===== src/rtl/cfg_store_pkg.sv =====
package cfg_store_pkg;
  typedef enum logic [2:0] {
    OP_NOP     = 3'd0,
    OP_FUSE_WR = 3'd1,
    OP_FUSE_RD = 3'd2,
    OP_SIG_WR  = 3'd3,
    OP_SIG_RD  = 3'd4,
    OP_LOCK    = 3'd5,
    OP_PRELOAD = 3'd6,
    OP_ERASE   = 3'd7
  } op_e;
endpackage


===== src/rtl/cfg_seq.sv =====
module cfg_seq
  import cfg_store_pkg::*;
#(
  parameter int AW       = 5,
  parameter int DW       = 16,
  parameter int BUSY_CYC = 3
) (
  input  logic          clk,
  input  logic          rst,
  input  logic          cmd_valid,
  input  logic [2:0]    cmd_op,
  input  logic [AW-1:0] cmd_addr,
  input  logic [DW-1:0] cmd_wdata,
  output logic          busy,
  output logic          done,
  output op_e           op_q,
  output logic [AW-1:0] addr_q,
  output logic [DW-1:0] data_q
);
  localparam int CW = $clog2(BUSY_CYC + 1);

  logic [CW-1:0] cnt_q;
  logic          accept;

  assign accept = cmd_valid && !busy;
  assign done   = busy && (cnt_q == '0);

  always_ff @(posedge clk) begin
    if (rst) begin
      busy   <= 1'b0;
      cnt_q  <= '0;
      op_q   <= OP_NOP;
      addr_q <= '0;
      data_q <= '0;
    end else if (accept) begin
      busy   <= 1'b1;
      cnt_q  <= CW'(BUSY_CYC - 1);
      op_q   <= op_e'(cmd_op);
      addr_q <= cmd_addr;
      data_q <= cmd_wdata;
    end else if (busy) begin
      if (cnt_q == '0) busy <= 1'b0;
      else             cnt_q <= cnt_q - 1'b1;
    end
  end

  AST_ACCEPT_BUSY: assert property (@(posedge clk) disable iff (rst)
    (cmd_valid && !busy) |=> busy);
  AST_BUSY_HOLD: assert property (@(posedge clk) disable iff (rst)
    (busy && cmd_valid) |=> ($stable(op_q) && $stable(addr_q) && $stable(data_q)));
endmodule


===== src/rtl/cfg_fuse_mem.sv =====
module cfg_fuse_mem #(
  parameter int AW = 5,
  parameter int DW = 16
) (
  input  logic          clk,
  input  logic          rst,
  input  logic          wr_en,
  input  logic          clr_all,
  input  logic [AW-1:0] addr,
  input  logic [DW-1:0] wdata,
  output logic [DW-1:0] rdata
);
  localparam int DEPTH = 1 << AW;

  logic [DW-1:0]    mem [DEPTH];
  logic [DW-1:0]    rd_q;
  logic [DEPTH-1:0] written;
  logic             wr_q;

  // plain synchronous array, read-first, no reset: block RAM friendly
  always_ff @(posedge clk) begin
    if (wr_en) mem[addr] <= wdata;
    rd_q <= mem[addr];
  end

  // one flag per word gives a single-cycle bulk erase
  always_ff @(posedge clk) begin
    if (rst || clr_all) begin
      written <= '0;
      wr_q    <= 1'b0;
    end else begin
      if (wr_en) written[addr] <= 1'b1;
      wr_q <= written[addr];
    end
  end

  assign rdata = wr_q ? rd_q : '0;

  AST_CLEAR_BLANK: assert property (@(posedge clk) disable iff (rst)
    clr_all |=> ##1 (rdata == '0));
endmodule


===== src/rtl/cfg_sig_bank.sv =====
module cfg_sig_bank #(
  parameter int BYTES = 8,
  parameter int IW    = $clog2(BYTES)
) (
  input  logic          clk,
  input  logic          rst,
  input  logic          wr_en,
  input  logic          clr_all,
  input  logic [IW-1:0] idx,
  input  logic [7:0]    wbyte,
  output logic [7:0]    rbyte
);
  logic [7:0] bank [BYTES];

  for (genvar g = 0; g < BYTES; g++) begin : g_byte
    always_ff @(posedge clk) begin
      if (rst || clr_all)                   bank[g] <= '0;
      else if (wr_en && (idx == IW'(g)))    bank[g] <= wbyte;
    end
  end

  assign rbyte = bank[idx];
endmodule


===== src/rtl/cfg_store.sv =====
module cfg_store
  import cfg_store_pkg::*;
#(
  parameter int FUSE_AW   = 5,
  parameter int FUSE_W    = 16,
  parameter int SIG_BYTES = 8,
  parameter int BUSY_CYC  = 3
) (
  input  logic               clk,
  input  logic               rst,
  input  logic               cmd_valid,
  input  logic [2:0]         cmd_op,
  input  logic [FUSE_AW-1:0] cmd_addr,
  input  logic [FUSE_W-1:0]  cmd_wdata,
  output logic               busy,
  output logic               rsp_valid,
  output logic [FUSE_W-1:0]  rsp_data,
  output logic               rsp_err,
  output logic               secured,
  output logic               preload_stb,
  output logic [FUSE_W-1:0]  preload_data
);
  localparam int SIG_IW = $clog2(SIG_BYTES);

  logic               done;
  op_e                op_q;
  logic [FUSE_AW-1:0] addr_q;
  logic [FUSE_W-1:0]  data_q;
  logic [FUSE_W-1:0]  fuse_rdata;
  logic [7:0]         sig_rbyte;
  logic               erase_done;

  assign erase_done = done && (op_q == OP_ERASE);

  cfg_seq #(.AW(FUSE_AW), .DW(FUSE_W), .BUSY_CYC(BUSY_CYC)) u_seq (
    .clk(clk), .rst(rst), .cmd_valid(cmd_valid), .cmd_op(cmd_op),
    .cmd_addr(cmd_addr), .cmd_wdata(cmd_wdata), .busy(busy), .done(done),
    .op_q(op_q), .addr_q(addr_q), .data_q(data_q)
  );

  cfg_fuse_mem #(.AW(FUSE_AW), .DW(FUSE_W)) u_fuse (
    .clk(clk), .rst(rst),
    .wr_en(done && (op_q == OP_FUSE_WR)),
    .clr_all(erase_done),
    .addr(addr_q), .wdata(data_q), .rdata(fuse_rdata)
  );

  cfg_sig_bank #(.BYTES(SIG_BYTES), .IW(SIG_IW)) u_sig (
    .clk(clk), .rst(rst),
    .wr_en(done && (op_q == OP_SIG_WR)),
    .clr_all(erase_done),
    .idx(addr_q[SIG_IW-1:0]), .wbyte(data_q[7:0]), .rbyte(sig_rbyte)
  );

  always_ff @(posedge clk) begin
    if (rst) begin
      rsp_valid    <= 1'b0;
      rsp_data     <= '0;
      rsp_err      <= 1'b0;
      secured      <= 1'b0;
      preload_stb  <= 1'b0;
      preload_data <= '0;
    end else begin
      rsp_valid   <= done;
      rsp_data    <= '0;
      rsp_err     <= 1'b0;
      preload_stb <= 1'b0;
      if (done) begin
        case (op_q)
          OP_FUSE_RD: begin
            if (secured) rsp_err  <= 1'b1;
            else         rsp_data <= fuse_rdata;
          end
          OP_SIG_RD:  rsp_data <= {{(FUSE_W-8){1'b0}}, sig_rbyte};
          OP_LOCK:    secured  <= 1'b1;
          OP_PRELOAD: begin
            if (secured) rsp_err <= 1'b1;
            else begin
              preload_stb  <= 1'b1;
              preload_data <= data_q;
            end
          end
          OP_ERASE:   secured <= 1'b0;
          default:    ;
        endcase
      end
    end
  end

  AST_RSP_ONE_SHOT: assert property (@(posedge clk) disable iff (rst)
    rsp_valid |=> !rsp_valid);
  AST_BUSY_NO_RSP: assert property (@(posedge clk) disable iff (rst)
    busy |-> !rsp_valid);
  AST_REFUSED_ZERO: assert property (@(posedge clk) disable iff (rst)
    rsp_err |-> (rsp_valid && (rsp_data == '0)));
  AST_LOCK_STICKY: assert property (@(posedge clk) disable iff (rst)
    (secured && !erase_done) |=> secured);
  AST_NO_PRELOAD_SECURE: assert property (@(posedge clk) disable iff (rst)
    (secured && !erase_done) |=> !preload_stb);
endmodule


===== config.mk =====
export PLATFORM = sky130hd
export DESIGN_NAME = cfg_store
export DESIGN_NICKNAME = d
export VERILOG_FILES = /design/src/rtl/cfg_store_pkg.sv /design/src/rtl/cfg_seq.sv /design/src/rtl/cfg_fuse_mem.sv /design/src/rtl/cfg_sig_bank.sv /design/src/rtl/cfg_store.sv
export SDC_FILE = /design/constraint.sdc
export NUM_CORES = 1
export LEC_CHECK = 0
export CAP_MARGIN = 40
export CORE_MARGIN = 3
export CORE_UTILIZATION = 60
export DETAILED_ROUTE_END_ITERATION = 10
export PLACE_DENSITY = 0.75
export SETUP_SLACK_MARGIN = 0.2
export SYNTH_ARGS = -nofsm -noshare
export SYNTH_HDL_FRONTEND = slang
export SYNTH_SLANG_ARGS = --single-unit

===== constraint.sdc =====
create_clock -name clk -period 2.75 [get_ports clk]
set_input_delay 0.55 -clock clk [delete_from_list [all_inputs] [get_ports clk]]
set_output_delay 0.55 -clock clk [all_outputs]
set_load 0.02 [all_outputs]

== Yosys cells after proc, flatten, opt, wreduce, memory -nomap -nowiden ==
Memories as Yosys holds them, arrays and structs flattened. A register that Yosys moved wholly into a read port is not among the register bits.
Index checks and enable logic that the tools add are counted.
Storage, ports and cells
  memories: 2
  input port bits: 27
  register bits: 96
  memory bits (writable): 576
  output and inout port bits: 37
  logic and storage cells: 131
Memory list
  u_fuse.mem: words 32, width 16, rd ports 1, clocked after Yosys merged registers in 1, write ports 1, line cfg_fuse_mem.sv:15  | logic [DW-1:0] mem [DEPTH];
  u_sig.bank: words 8, width 8, rd ports 1, clocked after Yosys merged registers in 1, write ports 8, line cfg_sig_bank.sv:13  | logic [7:0] bank [BYTES];
Cells by class
  bitwise logic cells: 14
  $add $sub $neg: 1
  $lt $le $gt $ge: 2
  multiplexer cells: 54
  eq/ne operators: 15
  reductions and logical operators: 29
Operators by type and width (count)
  2-to-1 mux 8 bit: 8
  2-to-1 mux 1 bit: 35
  2-to-1 mux 16 bit: 2
  bitwise OR 32 bit: 1
  case mux 16 bit (2 select lines): 1
  == test 3 bit, second input constant: 8
  logical AND 1 bit: 14
  == test 3 x 2 -> 1 bit, second input constant: 4
  bitwise OR 1 bit: 8
  == test 3 x 1 -> 1 bit, second input constant: 2
  < comparator 5 x 6 -> 1 bit, second input constant: 1
  2-to-1 mux 2 bit: 3
  2-to-1 mux 3 bit: 2
  AND reduction 2 bit: 3
  OR reduction 2 bit: 3
  OR reduction 3 bit: 2
  binary-select mux 1 bit (select 5 bit): 1
  demux 1 bit (select 5 bit): 1
  greater-or-equal comparator 5 x 1 -> 1 bit, second input constant: 1
  inverter 1 bit: 5
  nonzero test 2 bit: 2
  zero test 3 bit: 1
  AND reduction 3 bit: 1
  zero test 2 bit: 1
  5 further kinds: 5

== Logic depth before layout (Yosys ltp) ==
Gate-level depths: netlist (run 1).
  word-level depth: 8
  gate-level depth with buffers: 7

== Cells and area by module ==
From an unflattened synthesis (run 1), not the netlist that was laid out.
Unflattened totals
  cells, all modules: 1400
  area total of the unflattened synthesis: 26719.4 um^2
Modules (own cells, without submodules)
  cfg_fuse_mem: sequential area each 16355.7 um^2, instances 1, cells each 957, area an instance 20996.4 um^2
  cfg_sig_bank: sequential area each 1921.8 um^2, instances 1, cells each 198, area an instance 3029.2 um^2
  cfg_store: sequential area each 720.7 um^2, instances 1, cells each 124, area an instance 1387.6 um^2
  cfg_seq: sequential area each 540.5 um^2, instances 1, cells each 121, area an instance 1306.3 um^2

== Worst setup path before layout (run 1) ==
OpenSTA, ideal clock, no wires.
  path type: reg-to-reg
  start: register u_seq.busy
  end: memory u_fuse.mem[11][0] (enable)
  setup slack: 0.067 ns
  data required time: 2.360 ns
  data arrival time: 2.293 ns
  buffers on the path: 0
  library setup time: 0.390 ns
  cell stages (with the launch flop): 5
  path through: dfxtp_1 -> or3b_4 -> nor4b_4 -> nand3_1 -> nor2_1
Between the ends
  word-level cells in the longest chain between the ends: 4
RTL lines
  from (decl): line cfg_seq.sv:14  | output logic busy,
  from (signal assigned): line cfg_seq.sv:30  | busy <= 1'b0;
  from (signal assigned): line cfg_seq.sv:36  | busy <= 1'b1;
  from (signal assigned): line cfg_seq.sv:42  | if (cnt_q == '0) busy <= 1'b0;
  logical AND 1 bit: line cfg_seq.sv:26  | assign done = busy && (cnt_q == '0);
  logical AND 1 bit: line cfg_store.sv:43  | .wr_en(done && (op_q == OP_FUSE_WR)),
  2-to-1 mux 1 bit: line cfg_fuse_mem.sv:22  | if (wr_en) mem[addr] <= wdata;
  2-to-1 mux 1 bit (implied by the code): line cfg_fuse_mem.sv:22
  to (decl): line cfg_fuse_mem.sv:15
No other way between the ends.

== Worst setup path in the final report (run 1) ==
  start: register u_seq.busy
  end: memory u_fuse.mem[9][3] (enable)
Same word-level chain as after synthesis.

==> flow_summary.toml, run 1 <==
[logic_synthesis]
synth_area_leaders = "edfxtp_1 67%, mux4_2 13%, dfxtp_1 8.9%"
synthMuxAreaShare_pct = 13.4
ys_warn_count = 0
synth.top_cell.area_share_pct = 66.7
synth_simple_gate_area_share_pct = 5.50
synthAdderAreaFrac_pct = 0
synth_top_family_by_area = "multiplexers"
synth_xor_area_share_pct = 0
yosysSeqAreaShare_pct = 75.6
synth_area_leader_cell = "edfxtp_1"
synth_edf_count = 576
ys_types = 40
synthArstFlopShare_pct = 0
syn_inst = 1377
synth_top_flop_cell = "edfxtp_1"
synth_compound_area_share_pct = 4.20
synth.avg_cell_area_um2 = 18.8
synth.ff_latch_count = 691
synth_area_mm2 = 0.0259
syn_nets = 1404

[power_and_ir_drop]
p_leak_nw = 10.1
powerDensity_mw_per_mm2 = 714
peakVddDrop_mv = 0.593
p_total_mw = 21.7

[placement]
gp_congestion = 0.877
dp.cells = 2051
dp_hpwl_mm = 38.4
port_buffers = 63

[setup_path]
crit_type = "flip-flop to flip-flop"
worstPathRequired_ns = 3.00
critPathTopFamily = "simple AND/OR/NAND/NOR gates"
cp_slowest_cell = "or3b_4"
worst-path-buf-inv = 1
cpPeakStageDelay_ns = 0.48
worstPathMaxFanout = 17
crit_chain = "or3b_4 > nor4b_4 > nand3b_2 > nor2_1 > buf_4"
critPathCaptureType = "flip-flop"
worstPathArrival_ns = 2.73
startpoint_type = "flip-flop"

[drt]
drt_pass1_iterations = 7
vias_per_cell = 6.38
vias = 13900
remaining_drc_errors = 0
ant_nets = 0
postRouteWirelength_mm = 61.9
wl_met1_mm = 22.9
dr_wl_met2_mm = 30.8
wire_per_inst_um = 28.5
wl_met3_mm = 5.84
topRoutingLayerUsed = "met5"
drtIter0Drc = 1874

[layout]
instances_no_fill = 2173
synthToLayoutAreaGrowth_pct = 16.9
fillers = 2489
antenna_cells = 0
final_nets = 1571
drive_gt1_share_pct = 24.7

[clocking]
cts_tree = "built"
cts_resized = 0
clock-sinks = 691
numCtsBuffers = 68
clk_path_buf_depth = 3
cts_hold_buf = 0
htreeDepth = 3
clk_latency_ns = 0.57
cts_root_buf = "clkbuf_16"
cts.reportedPaths.clkPinSlew_ns = 0.06
postCtsSetupBuffers = 0

[timing]
finalCritPeriodShare_pct = 90.0
tns_ns = 0
final-max-slew-violation-count = 0
slew_headroom_pct = 42.6
setup_viol = 0
tightest_slew_ns = 0.862
grt_setup_unrepaired = "yes"
holdWs_ns = 0.369
min_period_ns = 2.47
hold_viol = 0
max_freq_mhz = 404
skew_ns = 0.0189

[grt]
grt_pass1_vias = 14100
grt_max_degree = 43
grt_usage_pct = 27.5
grt_pass1_wl_mm = 92.3
grt_overflow = 0
antenna_found_initial = 1

[job]
maxCapViolations = 0

[floorplanning]
die_w_um = 214
start_util_pct = 61.3
die-area_mm2 = 0.0458
num_rows = 75
io_pins = 64
core-area_mm2 = 0.0423
die_h_um = 214

[outcome]
status = "finished, final reports clean"

[hold_path]
min_path_type = "primary input to flip-flop"
## flip-flops by register name, indices dropped and copies added, names as in the netlist, named ones only
register        count
preload_stb         1
u_seq.addr_q        5
u_fuse.mem        512
u_seq.busy          1
u_sig.bank         64
rsp_valid           1
rsp_data           16
rsp_err             1
u_seq.cnt_q         2
u_fuse.written     32
secured             1
preload_data       16
u_seq.op_q          3
u_fuse.wr_q         1
u_seq.data_q       16
u_fuse.rd_q        16
## cell usage after synthesis, drive strengths merged (3+ instances only)
library cell / instances
mux2i: 24
or3b: 4
o21a: 32
o21ai: 15
edfxtp: 576
nor3b: 4
nand2b: 3
clkbuf: 40
nand3b: 7
and2: 73
nor2: 48
nand2: 99
nor3: 6
o22ai: 8
a21oi: 43
nor4: 3
nand4: 16
mux4: 144
buf: 36
dfxtp: 115
a22oi: 64
nand3: 3
## cells by family (layout without fill, tap and decap cells)
family / count (synthesis) / count (layout)
compound gates: 166 / 166
buf+inv: 78 / 297
flops: 691 / 691
mux: 168 / 168
simple gates: 274 / 274
## where the power goes
| part | switching [mW] | internal (mW) | leakage (nW) |
|---|---|---|---|
| clock network | 3.73 | 5.33 | 1.07 |
| registers | 0.125 | 11.4 | 6.54 |
| logic | 0.610 | 0.427 | 2.45 |
| total | 4.46 | 17.2 | 10.1 |
## per-stage QoR
stage / cell area [um^2] / utilization, % / setup WS (ns)
after floorplan: 26000 / - / 0.0669
after global placement: 28100 / 66.4 / 0.352
after detailed placement: 28100 / 66.5 / 0.260
after CTS: 30300 / 71.7 / 0.254
after global routing: 30300 / 71.7 / 0.122
final: 30300 / 71.7 / 0.276
## cell type report
class,instances,area (um^2),area share (%)
Tap cell,577,722,2.38
Clock buffer,92,1910,6.28
Sequential cell,691,19600,64.7
Multi-Input combinational cell,608,6090,20.1
Timing Repair Buffer,173,1720,5.68
Clock inverter,30,274,0.904
Inverter,2,7.51,0.0248
## layer usage
metal  global-route usage, %  vias to the layer above
met4                    10.4                        2
met5                       0                        -
met2                    44.7                      731
li1                        -                     5843
met3                    6.74                      135
met1                    36.7                     7145
## cells in the final DEF, fill, tap and decap left out, drive strengths merged, types with 16 or more instances in the layout
cell type      count
buf              111
a22oi             64
clkdlybuf4s50     62
mux2i             24
a21oi             43
and2              73
nor2              48
o21a              32
mux4             144
clkbuf            92
clkinv            22
nand2             99
edfxtp           576
dfxtp            115
nand4             16
## path summary, 6_finish.rpt
| check | from | endpoint | slack (ns) | cells after the start |
|---|---|---|---|---|
| worst min register to register | u_fuse.rd_q[9] | rsp_data[9] | 0.43 | 1 |
| worst max register to register | u_seq.busy | u_fuse.mem[9][3] | 0.28 | 5 |
| worst min-delay path | rst | u_seq.data_q[5] | 0.37 | 2 |
| worst max-delay path | u_seq.busy | u_fuse.mem[9][3] | 0.28 | 5 |
Note: power is estimated with default switching activity, not from simulation.
==> run 2: changes to the inputs <==
--- a/constraint.sdc
+++ b/constraint.sdc
@@ -3,2 +3,2 @@
 set_output_delay 0.55 -clock clk [all_outputs]
-set_load 0.02 [all_outputs]
+set_load 0.005 [all_outputs]
==> flow_summary.toml, run 2 (synthesis results as in run 1) <==
[clocking]
postCtsSetupBuffers = 0
numCtsBuffers = 68
htreeDepth = 3
clk_latency_ns = 0.59
cts_resized = 0
cts_tree = "built"
cts_hold_buf = 0
clock-sinks = 691
cts.reportedPaths.clkPinSlew_ns = 0.07
clk_path_buf_depth = 3
cts_root_buf = "clkbuf_16"

[timing]
skew_ns = 0.0300
min_period_ns = 2.51
tns_ns = 0
max_freq_mhz = 398
finalCritPeriodShare_pct = 91.4
tightest_slew_ns = 0.923
setup_viol = 0
final-max-slew-violation-count = 0
worst_slack_ns = 0.237
slew_headroom_pct = 38.2
hold_viol = 0
grt_setup_unrepaired = "yes"

[placement]
pre_cts_slack_ns = 0.277
port_buffers = 63
dp_hpwl_mm = 37.9
gp_congestion = 0.852

[layout]
final_common_cell = "edfxtp_1"
largest_register = "u_fuse.mem"
synthToLayoutAreaGrowth_pct = 17.3
top_regs = "u_fuse.mem: 512 flops, u_sig.bank: 64 flops, u_fuse.written: 32 flops"
final_nets = 1582
largest_reg_flops = 512
drive_gt1_share_pct = 24.6
antenna_cells = 0
final_cell_mix = "576 x edfxtp_1, 144 x mux4_2, 113 x dfxtp_1, 105 x buf_4, 99 x nand2_1"

[setup_path]
crit_type = "flip-flop to flip-flop"
worstPathMaxFanout = 17
startpoint_type = "flip-flop"
r2r-start = "u_seq.busy"
critPathCaptureType = "flip-flop"
crit_path_start = "u_seq.busy"
worstPathArrival_ns = 2.79
worstPathRequired_ns = 3.02

[drt]
remaining_drc_errors = 0
vias_per_cell = 6.30
postRouteWirelength_mm = 60.4
drt_pass1_iterations = 5
ant_nets = 0
drtIter0Drc = 1673
vias = 13800
wire_per_inst_um = 27.6

[power_and_ir_drop]
peakVddDrop_mv = 0.664
p_total_mw = 22.0
p_leak_nw = 10.2
powerDensity_mw_per_mm2 = 723

[grt]
antenna_found_initial = 0
grt_pass1_wl_mm = 91.8
grt_pass1_vias = 14300
grt_usage_pct = 27.0
grt_overflow = 0
grt_max_degree = 45

[floorplanning]
die-area_mm2 = 0.0458
start_util_pct = 61.3
die_w_um = 214
die_h_um = 214
num_rows = 75
core-area_mm2 = 0.0423
io_pins = 64

[hold_path]
worstHoldStart = "rst"
min_path_type = "primary input to flip-flop"

[job]
maxCapViolations = 0

[outcome]
status = "finished, final reports clean"
[run 2: cell types whose count changed in the layout (fill, tap and decap cells not counted), moves of 3 or more]
cell and change:
buf_12 -5, buf_4 +16, clkbuf_8 +6, clkinv_2 -8
inv_6 +3, nor2_1 +10, nor2_2 -10
[run 2: cell type report]
cell class,count,area (um^2)
clock buffers,102,2030
clock inverters,24,262
fillers,2456,11900
inverters,2,7.51
multi-input cells,608,6060
flip-flops and latches,691,19600
well taps,577,722
repair buffers,184,1730
[run 2: final timing paths]
kind / end / slack, ns / cells past startpoint
setup / recovery: u_fuse.mem[28][11] / 0.24 / 5
hold / removal: u_seq.data_q[7] / 0.38 / 2
setup reg to reg: u_fuse.mem[28][11] / 0.24 / 5
hold reg to reg: rsp_data[9] / 0.42 / 1
[run 2: power by group]
part	total, mW	switching, mW	internal (mW)
registers	11.5	0.101	11.4
logic	1.03	0.606	0.428
clock network	9.43	3.82	5.61
[run 2: worst max-delay path, cell delays in order, from the launching register on]
cell	delay, ns
dfxtp_1	0.44
or3b_4	0.47
nor4b_4	0.37
nand2_1	0.39
nor2_1	0.32
buf_12	0.20
[run 2: through the flow]
step / instance area (um^2) / utilization (%) / std cells / hold slack (ns)
floorplan: 25900 / - / 1377 / 0.401
global placement: 28100 / 66.4 / 2060 / 0.414
detailed placement: 28100 / 66.4 / 2062 / 0.414
CTS: 30400 / 71.9 / 2188 / 0.368
global route: 30400 / 71.9 / 2188 / 0.413
finish: 30400 / 71.9 / 2188 / 0.381
[run 2: routing by layer]
layer / GRT usage (%) / routed length [um] / vias up / part of all wire [%]
met4: 9.69 / 1900 / 0 / 3.1
met1: 38.4 / 23700 / 7180 / 39
met2: 43.2 / 29800 / 644 / 49
li1: - / - / 5856 / -
met3: 4.60 / 5020 / 112 / 8.3
met5: 0 / 0 / - / 0
==> run 3: changes to the inputs <==
- CAP_MARGIN: 40 -> unset
- PLACE_DENSITY: 0.75 -> unset
- PLACE_DENSITY_LB_ADDON: unset -> 0.08
==> flow_summary.toml, run 3 (synthesis results as in run 1) <==
[outcome]
status = "finished, final reports clean"

[hold_path]
worstHoldStart = "rst"
holdPathStages = 2
min_path_type = "primary input to flip-flop"
hold_end = "u_seq.cnt_q[0]"

[layout]
drive_gt1_share_pct = 24.7
final_common_cell = "edfxtp_1"
multiInputGateArea_mm2 = 0.00610
largest_reg_flops = 512
final_cell_mix = "576 x edfxtp_1, 144 x mux4_2, 112 x dfxtp_1, 103 x buf_4, 99 x nand2_1"
largest_register = "u_fuse.mem"
fillers = 2595
antenna_cells = 0
final_nets = 1579
regArea_mm2 = 0.0196
top_regs = "u_fuse.mem: 512 flops, u_sig.bank: 64 flops, u_fuse.written: 32 flops"
synthToLayoutAreaGrowth_pct = 16.9

[setup_path]
critPathCaptureType = "flip-flop"
worstPathRequired_ns = 3.02
cpPeakStageDelay_ns = 0.45
crit_chain = "or3b_4 > nor4b_4 > buf_4 > nand3_1 > buf_4 > nor2_2 > buf_4"
cp_slowest_cell = "or3b_4"
r2r-start = "u_seq.busy"
reg2reg_to = "u_fuse.mem[15][8]"
critPathTopFamily = "simple AND/OR/NAND/NOR gates"
worst-path-buf-inv = 3
reg2reg_depth = 7
r2r_slack_ns = 0.38
crit_path_frequent_cell = "buf_4"
startpoint_type = "flip-flop"
crit_type = "flip-flop to flip-flop"
worstPathArrival_ns = 2.64
worstPathMaxFanout = 17

[grt]
antenna_found_initial = 0
grt_max_degree = 46
grt_overflow = 0
grt_usage_pct = 26.7
grt_pass1_vias = 13500
grt_pass1_wl_mm = 90.2

[power_and_ir_drop]
peakVddDrop_mv = 0.581
p_leak_nw = 10.1
powerDensity_mw_per_mm2 = 714

[clocking]
cts_tree = "built"
cts_root_buf = "clkbuf_16"
numCtsBuffers = 69
cts_hold_buf = 0
clock-sinks = 691
cts.reportedPaths.clkPinSlew_ns = 0.06
clk_path_buf_depth = 3
htreeDepth = 3
clk_latency_ns = 0.58

[drt]
ant_nets = 0
drtIter0Drc = 1661
vias_per_cell = 6.21
remaining_drc_errors = 0
wire_per_inst_um = 27.3
drt_pass1_iterations = 6
vias = 13600
postRouteWirelength_mm = 59.7

[timing]
slew_headroom_pct = 28.7
tightest_slew_ns = 1.07
skew_ns = 0.0244
tns_ns = 0
min_period_ns = 2.37
setup_viol = 0
max_freq_mhz = 422
worst_slack_ns = 0.380
final-max-slew-violation-count = 0
finalCritPeriodShare_pct = 86.2
grt_setup_unrepaired = "no"
hold_viol = 0

[floorplanning]
core-area_mm2 = 0.0423
die_w_um = 214
die_h_um = 214
num_rows = 75
start_util_pct = 61.3
die-area_mm2 = 0.0458
io_pins = 64

[placement]
dp_hpwl_mm = 38.2
port_buffers = 63
pre_cts_slack_ns = 0.296
gp_congestion = 0.864

[job]
maxCapViolations = 0
-- run 3: cell types whose count changed in the layout (fill, tap and decap cells not counted), sizes merged --
cell | previous run | this run
bufinv | 5 | 3
clkinv | 15 | 17
clkbuf | 102 | 107
buf | 122 | 118
inv | 6 | 2
-- run 3: where the power goes --
group / total (mW) / internal [mW] / switching, mW
logic: 1.03 / 0.427 / 0.603
clock network: 9.06 / 5.32 / 3.74
registers: 11.5 / 11.4 / 0.0983
total: 21.6 / 17.2 / 4.45
-- run 3: per-layer routing --
layer	vias to the layer above	global-route usage (%)	part of all wire, %
met1	7099	40.0	42
li1	5854	-	-
met4	0	6.81	2.3
met5	-	0	0
met3	87	4.92	7.3
met2	538	41.6	48
-- run 3: final cells by class --
class | instances | area share (%)
Clock buffer | 107 | 6.61
Clock inverter | 20 | 0.664
Inverter | 2 | 0.0248
Multi-Input combinational cell | 608 | 20.1
Sequential cell | 691 | 64.7
Tap cell | 577 | 2.38
Timing Repair Buffer | 180 | 5.54
-- run 3: stage by stage --
step                      hold slack [ns]  cells  utilization, %  power (mW)  area [um^2]
after CTS                           0.394   2184            71.6        21.8        30300
after global placement              0.423   2057            66.4        12.8        28100
final                               0.423   2185            71.6        21.6        30300
after detailed placement            0.425   2057            66.4        12.8        28100
after floorplan                     0.401   1377               -        12.3        25900
after global routing                0.427   2185            71.6        22.3        30300
-- run 3: what timing repair did --
item / CTS / global route
endpoints found under the setup margin: 0 / 151
gates resized for setup: 0 / 2
buffers inserted: 0 / 1
endpoints found under the hold margin: 0 / 0
-- run 3: worst max-delay path by stage --
stage	from	endpoint	slack (ns)	cells after the start
CTS	u_seq.busy	u_fuse.mem[5][1]	0.27	5
global placement	u_seq.busy	u_fuse.mem[5][4]	0.34	5
global route	u_seq.busy	u_fuse.mem[19][9]	0.24	7
finish	u_seq.busy	u_fuse.mem[15][8]	0.38	7
floorplan	u_seq.busy	u_fuse.mem[11][0]	0.18	4
detailed placement	u_seq.busy	u_fuse.mem[5][1]	0.30	5
